File: src/rtl/pm_addr_ctr.sv
module pm_addr_ctr #(
  parameter int USER_WORDS = 2048
) (
  input  logic                          clk,
  input  logic                          rst_n,
  input  logic                          incr_i,
  input  logic                          load_cfg_i,
  output logic [13:0]                   pc_o,
  output logic                          cfg_space_o,
  output logic                          cfg_row_o,
  output logic [$clog2(USER_WORDS)-1:0] phys_addr_o,
  output logic                          wr_user_o,
  output logic                          wr_id_o,
  output logic                          wr_cfgword_o
);
  localparam int UA_W  = $clog2(USER_WORDS);
  localparam int ROW_W = 5;

  logic [13:0] pc_q;
  logic [13:0] sum;

  assign sum = pc_q + 14'd1;

  always_ff @(posedge clk or negedge rst_n) begin
    if (!rst_n)          pc_q <= 14'h0000;
    else if (load_cfg_i) pc_q <= 14'h2000;
    else if (incr_i)     pc_q <= {pc_q[13] | sum[13], sum[12:0]};
  end

  assign pc_o         = pc_q;
  assign cfg_space_o  = pc_q[13];
  assign cfg_row_o    = pc_q[13] && (pc_q[12:ROW_W] == '0);
  assign phys_addr_o  = cfg_row_o ? {{(UA_W-ROW_W){1'b0}}, pc_q[ROW_W-1:0]}
                                  : pc_q[UA_W-1:0];
  assign wr_user_o    = !cfg_row_o;
  assign wr_id_o      = cfg_row_o && (pc_q[4:2] == 3'b000);
  assign wr_cfgword_o = cfg_row_o && (pc_q[4:0] == 5'h07);
endmodule

File: config.mk
export PLATFORM = sky130hd
export DESIGN_NAME = pm_addr_ctr
export DESIGN_NICKNAME = d
export VERILOG_FILES = /design/src/rtl/pm_addr_ctr.sv
export SDC_FILE = /design/constraint.sdc
export NUM_CORES = 1
export LEC_CHECK = 0
export BUFFER_PORTS_ARGS = -buffer_cell sky130_fd_sc_hd__buf_2
export CAP_MARGIN = 25
export CORE_UTILIZATION = 40
export DETAILED_ROUTE_END_ITERATION = 7
export GPL_TIMING_DRIVEN = 0
export PLACE_DENSITY = 0.71
export SETUP_SLACK_MARGIN = 0.05
export SKIP_LAST_GASP = 1
export SYNTH_ARGS = -nofsm -noshare
export SYNTH_HDL_FRONTEND = slang
export SYNTH_SLANG_ARGS = --single-unit
File: constraint.sdc
create_clock -name clk -period 1.5 [get_ports clk]
set_clock_uncertainty 0.15 [all_clocks]
set_input_delay 0.3 -clock clk [delete_from_list [all_inputs] [get_ports clk]]
set_output_delay 0.3 -clock clk [all_outputs]
set_load 0.01 [all_outputs]
==> impl_metrics.yaml <==
die:
  core_area_um2: 1960
  dieArea_um2: 2270
  die_w_um: 47.6
  rows: 16
  io_pins: 34
  fp.dieH_um: 47.6
  start_util: 0.424
layout:
  drive_above_1_share: 0.621
  finalNetCount: 151
  final_cells: 172
  diodes: 0
  final_area_um2: 1470
  largest_reg_flops: 14
  final_cell_mix: "25 x buf_2, 20 x buf_6, 11 x buf_4"
  fin_util: 0.747
  final_common_cell: "buf_2"
  syn2layout_area_growth_pct: 76.2
sta:
  whs_ns: 0.185
  tightest_slew_ns: 0.549
  finalHoldViolCount: 0
  rsz0062_at_grt: "true"
  finalCritPeriodShare: 1.31
  min_period_ns: 1.97
  tns_ns: -2.84
  setup_viol: 17
  fmax_ghz: 0.507
  finalMaxSlewViolations: 0
  maxSlewHeadroom: 0.634
  setup_slack_ns: -0.472
logic_synthesis:
  yosysWarnings: 0
  netlist_instances: 94
  syn_area_per_cell_um2: 8.85
  ys_ff_latch: 14
  ys_seq_area_frac: 0.421
  synth.net_count: 99
  syn-cell-area_um2: 832
  yosysUniqueCellTypes: 25
grt:
  grt_pass1_wl_mm: 3.33
  grt_max_degree: 15
  track_usage: 0.217
  grt_antenna_before_repair: 0
  grt-ovfl-total: 0
  grt_pass1_vias: 738
critical_path:
  regToRegStartpoint: "pc_o[2]$_DFFE_PN0P_"
  rr_worst_depth: 5
  cp_max_fo: 4
  start_kind: "flop"
  r2r_setup_slack_ns: -0.17
  worstSetupPathType: "reg -> out"
  r2r-end: "pc_o[9]$_DFFE_PN0P_"
  critPathCaptureType: "primary output"
  arrival_ns: 1.52
  cp.required_ns: 1.05
placed_design:
  dp_cells: 152
  postPlaceCellArea_um2: 1130
  pre_cts_slack_ns: -0.233
  gp_congestion: 0.769
  dp_hpwl_mm: 1.42
  portBuffers: 31
worst_hold_path:
  hold_path_depth: 2
  hold_class: "in -> reg"
  holdPathEnd: "pc_o[13]$_DFFE_PN0P_"
  min_from: "load_cfg_i"
drt:
  wl_met1_um: 965
  drt_first_pass_iters: 4
  wl_met3_um: 108
  drc: 0
  top_layer_used: "met4"
  wl_met2_mm: 1.34
  vias_per_cell: 5.27
  ant_nets: 0
  wl_mm: 2.43
  avgRoutedWirePerCell_um: 14.1
  drtIter0Drc: 20
  vias: 906
job:
  drv_cap: 0
cts:
  insertion_delay_ns: 0.28
  tritoncts: "yes"
  path_clk_slew_ns: 0.10
  htreeDepth: 1
  cts_root_buf: "clkbuf_4"
  cts_buffers: 3
  clock-sinks: 14
  cts_buffer_depth: 2
power_and_ir_drop:
  vdd_drop_max_mv: 0.436
  power.total_uw: 788
  p_leak_nw: 0.704
  powerDensity_nw_per_um2: 538
run_status:
  status: "complete, but fails checks"
  violations: "negative setup slack"
where the power goes:
group	leakage, nW	switching (mW)	total [mW]	internal, mW
Sequential	0.173	0.00667	0.390	0.383
Combinational	0.510	0.0597	0.121	0.0617
Clock	0.0210	0.129	0.277	0.147
Total	0.704	0.196	0.788	0.593
worst max-delay path, stage by stage (launching register included):
cell	delay, ns
dfrtp_2	0.44
nor4b_4	0.34
nand3_4	0.15
nor4_4	0.14
buf_2	0.16
final cells by class:
class,count,area (µm²)
sequential,14,363
multi-input combinational,59,549
clock buffer,4,36.3
fill,157,495
buffer,16,110
inverter,4,15.0
tap,27,33.8
timing repair buffer,48,359
routing by layer:
layer  vias to the layer above  GRT usage
met5                         -          0
met4                         0     0.0833
met3                         2     0.0340
met2                        33      0.392
met1                       445      0.258
li1                        426          -
cell usage after synthesis:
cell       instances  area, µm²
o31ai_1            4       30.0
buf_4              7       52.6
clkbuf_1           7       26.3
nand2_1            5       18.8
mux2i_1            1       10.0
xnor2_1            1       8.76
or4_1              4       30.0
inv_1              4       15.0
nor3_1             1       5.00
nand4_1            4       25.0
nor2b_1            3       18.8
mux2_2             3       33.8
xor2_1             3       26.3
dfrtp_1           14        350
a21oi_1            5       25.0
ha_1               1       12.5
o2111ai_1          1       8.76
or3_1              1       6.26
a211o_1            1       8.76
nor4_1             6       37.5
nor2_1             9       33.8
o21ai_0            1       5.00
nor4b_1            1       8.76
buf_2              3       15.0
nand3_1            4       20.0
worst max path at each step:
stage / startpoint / to / cells after the start
floorplan: pc_o[2]$_DFFE_PN0P_ / pc_o[11]$_DFFE_PN0P_ / 5
global route: pc_o[9]$_DFFE_PN0P_ / wr_id_o / 4
global placement: pc_o[9]$_DFFE_PN0P_ / wr_cfgword_o / 4
finish: pc_o[9]$_DFFE_PN0P_ / wr_id_o / 4
detailed placement: pc_o[5]$_DFFE_PN0P_ / wr_id_o / 4
CTS: pc_o[12]$_DFFE_PN0P_ / wr_id_o / 4
repair_timing:
action / CTS / global route
hold endpoints to repair: 14 / 0
setup endpoints to repair: 17 / 31
buffers inserted: 11 / 4
pin swaps: 4 / 4
cloned: 1 / 0
hold buffers: 1 / 0
resized for setup: 19 / 20
cells by family after synthesis:
kind of cell	after synthesis	share of synthesized area
simple gates	38	0.245
buf+inv	21	0.131
flops	14	0.421
compound gates	12	0.0932
xor+xnor	4	0.0421
mux	4	0.0526
fa+ha+maj	1	0.0150
(Power assumes the default switching activity.)
